===== src/rtl/pwmx_pkg.sv =====
package pwmx_pkg;
  // byte offsets of the shared registers
  localparam logic [7:0] CTRL_OFS = 8'h50;
  localparam logic [7:0] IEN_OFS  = 8'h54;

  // control register field positions
  localparam int PS_LO_LSB = 0;
  localparam int PS_HI_LSB = 11;
  localparam int RUN_BIT   = 9;
  localparam int PS_W      = 8;

  // mask of the control bits that hold state
  localparam logic [31:0] CTRL_MASK = 32'h0000_7A0F;

  // pack prescaler and run flag into a control word
  function automatic logic [31:0] ctrl_pack(input logic [PS_W-1:0] ps, input logic run);
    logic [31:0] w;
    w = '0;
    w[PS_LO_LSB +: 4] = ps[3:0];
    w[PS_HI_LSB +: 4] = ps[7:4];
    w[RUN_BIT]        = run;
    return w;
  endfunction

  // recover the prescaler from a control word
  function automatic logic [PS_W-1:0] ctrl_ps(input logic [31:0] w);
    return {w[PS_HI_LSB +: 4], w[PS_LO_LSB +: 4]};
  endfunction

  // channel level for a given count and duty: high while count <= duty
  function automatic logic level_at(input int unsigned cnt, input int unsigned duty);
    return cnt <= duty;
  endfunction
endpackage


===== src/rtl/pwmx_regs.sv =====
module pwmx_regs
  import pwmx_pkg::*;
#(
  parameter int NUM_CH = 4,
  parameter int DUTY_W = 8,
  parameter int ADDR_W = 8
) (
  input  logic                     clk,
  input  logic                     rst_n,
  input  logic                     bus_wr,
  input  logic [ADDR_W-1:0]        bus_addr,
  input  logic [31:0]              bus_wdata,
  output logic [31:0]              bus_rdata,
  output logic [NUM_CH*DUTY_W-1:0] duty_flat,
  output logic [PS_W-1:0]          ps_cfg,
  output logic                     run_cfg,
  output logic                     ien_q
);
  localparam int WORD_W   = ADDR_W - 2;
  localparam int CTRL_IDX = int'(CTRL_OFS) / 4;
  localparam int IEN_IDX  = int'(IEN_OFS) / 4;

  logic [WORD_W-1:0] word;
  logic              aligned;
  logic              wr_ok;
  logic [DUTY_W-1:0] duty_q [NUM_CH];
  logic              unused_wdata;

  assign word         = bus_addr[ADDR_W-1:2];
  assign aligned      = (bus_addr[1:0] == 2'b00);
  assign wr_ok        = bus_wr && aligned;
  assign unused_wdata = ^bus_wdata;

  // per-channel duty storage
  for (genvar g = 0; g < NUM_CH; g++) begin : g_duty
    always_ff @(posedge clk or negedge rst_n) begin
      if (!rst_n) duty_q[g] <= '0;
      else if (wr_ok && int'(word) == g) duty_q[g] <= bus_wdata[DUTY_W-1:0];
    end
    assign duty_flat[g*DUTY_W +: DUTY_W] = duty_q[g];
  end

  // control and interrupt-enable storage
  always_ff @(posedge clk or negedge rst_n) begin
    if (!rst_n) begin
      ps_cfg  <= '0;
      run_cfg <= 1'b0;
      ien_q   <= 1'b0;
    end else if (wr_ok) begin
      if (int'(word) == CTRL_IDX) begin
        ps_cfg  <= ctrl_ps(bus_wdata);
        run_cfg <= bus_wdata[RUN_BIT];
      end
      if (int'(word) == IEN_IDX) ien_q <= bus_wdata[0];
    end
  end

  // read mux
  always_comb begin
    bus_rdata = '0;
    if (aligned) begin
      if (int'(word) == CTRL_IDX) bus_rdata = ctrl_pack(ps_cfg, run_cfg);
      else if (int'(word) == IEN_IDX) bus_rdata[0] = ien_q;
      else begin
        for (int ch = 0; ch < NUM_CH; ch++) begin
          if (int'(word) == ch) bus_rdata[DUTY_W-1:0] = duty_q[ch];
        end
      end
    end
  end

  assert_ctrl_resv_R2: assert property (@(posedge clk) disable iff (!rst_n)
    (bus_addr == ADDR_W'(CTRL_OFS)) |-> ((bus_rdata & ~CTRL_MASK) == '0));

  assert_ien_resv_R3: assert property (@(posedge clk) disable iff (!rst_n)
    (bus_addr == ADDR_W'(IEN_OFS)) |-> (bus_rdata[31:1] == '0 && bus_rdata[0] == ien_q));
endmodule


===== src/rtl/pwmx_timebase.sv =====
module pwmx_timebase
  import pwmx_pkg::*;
#(
  parameter int CNT_W = 8
) (
  input  logic             clk,
  input  logic             rst_n,
  input  logic             run_cfg,
  input  logic [PS_W-1:0]  ps_cfg,
  output logic             run,
  output logic [CNT_W-1:0] cnt,
  output logic             wrap,
  output logic             load
);
  logic [PS_W-1:0] presc;
  logic [PS_W-1:0] ps_act;
  logic            tick;

  assign tick = run && (presc == ps_act);
  assign wrap = tick && (cnt == '1);
  assign load = !run || wrap;

  always_ff @(posedge clk or negedge rst_n) begin
    if (!rst_n) begin
      run    <= 1'b0;
      presc  <= '0;
      cnt    <= '0;
      ps_act <= '0;
    end else begin
      run <= run_cfg;
      if (!run) begin
        presc <= '0;
        cnt   <= '0;
      end else if (tick) begin
        presc <= '0;
        cnt   <= cnt + 1'b1;
      end else begin
        presc <= presc + 1'b1;
      end
      if (load) ps_act <= ps_cfg;
    end
  end

  assert_idle_clear_R7: assert property (@(posedge clk) disable iff (!rst_n)
    (!run && !$past(run)) |-> (cnt == '0 && presc == '0));

  assert_cnt_on_tick_R4: assert property (@(posedge clk) disable iff (!rst_n)
    (run && $past(run) && !$past(tick)) |-> (cnt == $past(cnt)));

  assert_ps_deferred_R8: assert property (@(posedge clk) disable iff (!rst_n)
    (run && $past(run) && !$past(wrap)) |-> (ps_act == $past(ps_act)));
endmodule


===== src/rtl/pwmx_chan.sv =====
module pwmx_chan
  import pwmx_pkg::*;
#(
  parameter int CNT_W = 8
) (
  input  logic             clk,
  input  logic             rst_n,
  input  logic             run,
  input  logic             load,
  input  logic [CNT_W-1:0] cnt,
  input  logic [CNT_W-1:0] duty_cfg,
  output logic             out
);
  logic [CNT_W-1:0] duty_act;

  always_ff @(posedge clk or negedge rst_n) begin
    if (!rst_n) duty_act <= '0;
    else if (load) duty_act <= duty_cfg;
  end

  assign out = run && level_at(32'(cnt), 32'(duty_act));

  assert_full_high_R5: assert property (@(posedge clk) disable iff (!rst_n)
    (run && duty_act == '1) |-> out);

  assert_zero_short_R5: assert property (@(posedge clk) disable iff (!rst_n)
    (run && duty_act == '0 && cnt != '0) |-> !out);

  assert_duty_deferred_R8: assert property (@(posedge clk) disable iff (!rst_n)
    (run && $past(run) && !$past(load)) |-> (duty_act == $past(duty_act)));
endmodule


===== src/rtl/pwmx_top.sv =====
module pwmx_top
  import pwmx_pkg::*;
#(
  parameter int NUM_CH = 4,
  parameter int DUTY_W = 8,
  parameter int ADDR_W = 8
) (
  input  logic              clk,
  input  logic              rst_n,
  input  logic              bus_wr,
  input  logic [ADDR_W-1:0] bus_addr,
  input  logic [31:0]       bus_wdata,
  output logic [31:0]       bus_rdata,
  output logic              irq_en,
  output logic [NUM_CH-1:0] pwm_out
);
  logic [NUM_CH*DUTY_W-1:0] duty_flat;
  logic [PS_W-1:0]          ps_cfg;
  logic                     run_cfg;
  logic                     run;
  logic [DUTY_W-1:0]        cnt;
  logic                     wrap;
  logic                     load;
  logic                     unused_wrap;

  assign unused_wrap = wrap;

  pwmx_regs #(.NUM_CH(NUM_CH), .DUTY_W(DUTY_W), .ADDR_W(ADDR_W)) u_regs (
    .clk(clk), .rst_n(rst_n), .bus_wr(bus_wr), .bus_addr(bus_addr),
    .bus_wdata(bus_wdata), .bus_rdata(bus_rdata), .duty_flat(duty_flat),
    .ps_cfg(ps_cfg), .run_cfg(run_cfg), .ien_q(irq_en)
  );

  pwmx_timebase #(.CNT_W(DUTY_W)) u_tb (
    .clk(clk), .rst_n(rst_n), .run_cfg(run_cfg), .ps_cfg(ps_cfg),
    .run(run), .cnt(cnt), .wrap(wrap), .load(load)
  );

  for (genvar g = 0; g < NUM_CH; g++) begin : g_ch
    pwmx_chan #(.CNT_W(DUTY_W)) u_ch (
      .clk(clk), .rst_n(rst_n), .run(run), .load(load), .cnt(cnt),
      .duty_cfg(duty_flat[g*DUTY_W +: DUTY_W]), .out(pwm_out[g])
    );
  end

  assert_idle_low_R7: assert property (@(posedge clk) disable iff (!rst_n)
    !run |-> (pwm_out == '0));

  assert_common_start_R6: assert property (@(posedge clk) disable iff (!rst_n)
    (run && cnt == '0) |-> (&pwm_out));
endmodule


===== config.mk =====
export PLATFORM = sky130hd
export DESIGN_NAME = pwmx_top
export DESIGN_NICKNAME = d
export VERILOG_FILES = /design/src/rtl/pwmx_pkg.sv /design/src/rtl/pwmx_regs.sv /design/src/rtl/pwmx_timebase.sv /design/src/rtl/pwmx_chan.sv /design/src/rtl/pwmx_top.sv
export SDC_FILE = /design/constraint.sdc
export NUM_CORES = 1
export LEC_CHECK = 0
export BUFFER_PORTS_ARGS = -buffer_cell sky130_fd_sc_hd__clkbuf_2
export CORE_ASPECT_RATIO = 1.25
export CORE_MARGIN = 5
export CORE_UTILIZATION = 62
export CTS_BUF_LIST = sky130_fd_sc_hd__clkbuf_8 sky130_fd_sc_hd__clkbuf_16
export DETAILED_ROUTE_END_ITERATION = 12
export GPL_TIMING_DRIVEN = 1
export PLACE_DENSITY_LB_ADDON = 0.1
export SLEW_MARGIN = 25
export SYNTH_ARGS = -nofsm -noshare
export SYNTH_HDL_FRONTEND = slang
export SYNTH_HIERARCHICAL = 1
export SYNTH_SLANG_ARGS = --single-unit

===== constraint.sdc =====
create_clock -name clk -period 4.4 [get_ports clk]
set_input_delay 0.66 -clock clk [delete_from_list [all_inputs] [get_ports clk]]
set_output_delay 0.66 -clock clk [all_outputs]
set_load 0.005 [all_outputs]

# Word level (Yosys, flattened, before mapping)
# Index checks and enable logic that the tools add are counted.
# classes
n_eq_ne,8
add_sub_neg,2
mux,13
reduce_logical,17
order_cmp,4
# ops
op,n
two-way mux 8 bit,9
<= comparator 8 bit,4
two-way mux 32 bit,1
adder 8 x 1 -> 8 bit (second input constant),2
two-way mux 7 bit,2
equality test 6 x 3 -> 1 bit (second input constant),2
equality test 6 bit (second input constant),2
logical AND 1 bit,11
equality test 8 bit,1
equality test 8 bit (second input constant),1
equality test 6 x 2 -> 1 bit (second input constant),1
logical NOT 6 bit,1
AND reduction 2 bit,2
logical NOT 2 bit,1
!= test 2 bit (second input constant),1
logical NOT 1 bit,1
logical OR 1 bit,1
two-way mux 1 bit,1
# word_totals
out_inout_bits,37
elab_cells,59
ff_bits,99
input_bits,43

# Logic depth before layout (Yosys ltp)
# logic_depth
word_depth,8
ltp_mapped,6
ltp_nobuf,6

# Cells and area by module
# The synthesis kept the hierarchy.
# by_module_without_submodules
mod,n_inst,cells_per_inst,area_each_um2,seq_area_each_um2
pwmx_regs,1,160,2159.6,1051.0
pwmx_chan,4,53,483.0,200.2
pwmx_timebase,1,109,1217.4,625.6

# Worst setup path before layout
# Ideal clock, no wire load.
# synth_path
path_type,input -> output
start,input bus_addr[2]
end,output bus_rdata[1]
n_path_buf,2
cell_stages,5
arrival_time_ns,1.599
required_time_ns,3.740
setup_slack_ns,2.141
path_cell_list,buf_4 nor3_1 and3_1 clkbuf_1 a22o_1
# synth_via
elab_chain_len,8
elab_cells_between_ends,13
cone_classes,eq/ne: 5; mux: 7; reduce/logical: 1
# synth_lines
element,line_no,source
from (decl),pwmx_top.sv:11,"input logic [ADDR_W-1:0] bus_addr,"
logical NOT 6 bit,pwmx_regs.sv:66,if (int'(word) == ch) bus_rdata[DUTY_W-1:0] = duty_q[ch];
two-way mux 8 bit (4 in series),pwmx_regs.sv:66,
two-way mux 7 bit,pwmx_regs.sv:63,else if (int'(word) == IEN_IDX) bus_rdata[0] = ien_q;
two-way mux 8 bit *,pwmx_regs.sv:62,"if (int'(word) == CTRL_IDX) bus_rdata = ctrl_pack(ps_cfg, run_cfg);"
two-way mux 32 bit *,pwmx_regs.sv:61,if (aligned) begin
to (decl),pwmx_top.sv:13,"output logic [31:0] bus_rdata,"
# Mark *: on every way between the ends. The rest lies on a longest branch, timed or not.

# Worst setup path after layout
# layout_path
start,register u_tb.cnt[5]
end,output pwm_out[1]
# layout_via
elab_chain_len,2
# layout_lines
element,line_no,source
from (decl),pwmx_timebase.sv:11,"output logic [CNT_W-1:0] cnt,"
from (signal assigned),pwmx_timebase.sv:36,cnt <= cnt + 1'b1;
<= comparator 8 bit,pwmx_pkg.sv:32,return cnt <= duty;
logical AND 1 bit,pwmx_chan.sv:21,"assign out = run && level_at(32'(cnt), 32'(duty_act));"
to (decl),pwmx_top.sv:15,output logic [NUM_CH-1:0] pwm_out
# Every way passes these cells.

==> impl_metrics.tcl <==
set metrics [dict create \
    status "finished clean" \
    antenna_found_initial 0 \
    cts_buffers 9 \
    drv_slew 0 \
    n_antenna_cell 0 \
    cts_max_path_buffers 2 \
    worstPathRequired_ns 3.74 \
    cp_data_arrival_time_ns 2.04 \
    rsz0062_at_grt "false" \
    yosysWarnings 6 \
    dieArea_um2 10510 \
    cp_max_fo 7 \
    maxCapViolations 0 \
    num_vias 3630 \
    avgRoutedWirePerCell_um 17.49 \
    syn_to_final_growth_pct 7.621 \
    post_cts_resized 0 \
    fill_cells 627 \
    cts_setup_buffers 0 \
    fin_nets 598 \
    setup_viol 0 \
    cp_slowest_stage_delay_ns 0.49 \
    grt_max_degree 76 \
    p_per_area_nw_per_um2 304.7 \
    rows 37 \
    met1Wirelength_um 5052 \
    drtAntennaViolNets 0 \
    wl_met3_um 412 \
    gr-total-overflow 0 \
    routed.top_layer "met4" \
    root_buffer "clkbuf_8" \
    fin_area_um2 5707 \
    startpoint_type "flop" \
    vias_per_cell 5.827 \
    slew_headroom_pct 51.95 \
    cts_hold_buf 0 \
    timing.hold.ws_ns 0.3035 \
    power.leakage_nw 2.700 \
    critPathLaunch "u_tb/cnt[5]" \
    finalWorstSetupSlack_ns 1.700 \
    fmax_mhz 370.4 \
    drtPass1Iterations 4 \
    start_util_pct 63.99 \
    io_pins 80 \
    grt_pass1_wl_um 18250 \
    dp_hpwl_um 7824 \
    crit_buf_inv 1 \
    endpoint "pwm_out[1]" \
    met2_length_um 5184 \
    cts_tree "yes" \
    crit_chain "ha_1 > a211oi_1 > nor2_1 > o31ai_1 > clkbuf_2" \
    drive_gt1_share_pct 23.95 \
    fin_crit_ns 2.700 \
    fp.dieW_um 92.72 \
    setup_tns_ns 0 \
    rrSetupSlack_ns 1.89 \
    initialDrtViolationCount 156 \
    hp-class "primary input to async pin" \
    place_congestion 0.8033 \
    pre_cts_ws_ns 1.733 \
    reg2regPathDepth 5 \
    syn_area_um2 5303 \
    floorplan.die.height_um 113.4 \
    coreArea_um2 8287 \
    htree_levels 3 \
    clk_pin_slew_worst_paths_ns 0.09 \
    port_buffers 41 \
    r2r-start "u_tb/presc[5]" \
    path_depth 5 \
    hold_viol 0 \
    syn_avg_cell_area_um2 11.05 \
    synthCells 480 \
    r2r_end "u_tb/ps_act[6]" \
    cts_sinks 99 \
    final.setup_skew_ns 0.006764 \
    peakVddDrop_mv 0.2650 \
    path_class "flop to primary output" \
    drt_drc_violations_left 0 \
    finalCritPeriodShare_pct 61.37 \
    routed_wl_um 10900 \
    clk_latency_ns 0.36 \
    grt_pass1_vias 3734 \
    critPathSlowestCell "dfrtp_1" \
    placed_cell_area_um2 5512 \
    worst_pin_slew_ns 0.7208 \
    grtUsageTotal_pct 22.15 \
    end_kind "primary output" \
    crit_family "compound AO/OA/AOI/OAI gates" \
]
sequential cells by signal, indices dropped and copies added (netlist names):
name,cells
u_tb/ps_act,8
u_tb/presc,8
u_tb/cnt,8
u_regs/duty_flat,32
u_regs/run_cfg,1
u_tb/run,1
g_ch.u_ch/duty_act,32
u_regs/ien_q,1
u_regs/ps_cfg,8
placed cells by master (no fill, tap or decap), types with 5 or more instances in the layout:
cell / count
nor2b_1: 5
nor2_1: 14
xnor2_1: 12
conb_1: 19
nand3_1: 11
o31ai_1: 6
o21ai_0: 36
dfrtp_1: 99
a211oi_1: 12
a21oi_1: 12
clkbuf_2: 40
nand2b_1: 8
nand2_1: 38
or3_1: 6
mux2_2: 54
nand4_1: 7
inv_1: 38
mux2i_1: 5
and2_1: 11
clkbuf_8: 9
ha_1: 34
worst min-delay path by stage:
stage / cells after the start / slack [ns] / end
detailed placement: 0 / 0.38 / u_tb/run
finish: 1 / 0.30 / g_ch[3].u_ch/duty_act[5]
global route: 1 / 0.34 / g_ch[3].u_ch/duty_act[4]
global placement: 0 / 0.38 / u_tb/run
CTS: 0 / 0.41 / u_tb/run
floorplan: 0 / 0.36 / g_ch[0].u_ch/duty_act[0]
through the flow:
step / power, mW / util [%] / instances
finish: 1.739 / 68.87 / 623
global route: 1.832 / 68.87 / 623
CTS: 1.760 / 68.82 / 623
detailed placement: 1.187 / 66.51 / 607
global placement: 1.177 / 66.51 / 607
floorplan: 1.120 / - / 498
metal layers:
layer	vias up	track usage, %
li1	1739	-
met1	1801	30.88
met2	71	34.61
met3	19	3.562
met4	0	9.580
met5	-	0
cell type report:
| class | instances | area, um^2 | area share (%) |
|---|---|---|---|
| inverters | 37 | 138.9 | 2.434 |
| clock inverters | 7 | 67.56 | 1.184 |
| multi-input cells | 330 | 2544 | 44.57 |
| flip-flops and latches | 99 | 2477 | 43.41 |
| clock buffers | 9 | 123.9 | 2.171 |
| well taps | 97 | 121.4 | 2.127 |
| repair buffers | 44 | 234.0 | 4.100 |
where the power goes:
| group | internal [mW] | switching [mW] |
|---|---|---|
| combinational | 0.0762 | 0.118 |
| sequential | 0.947 | 0.0284 |
| clock | 0.261 | 0.309 |
Power figures use the tool's default switching activity.
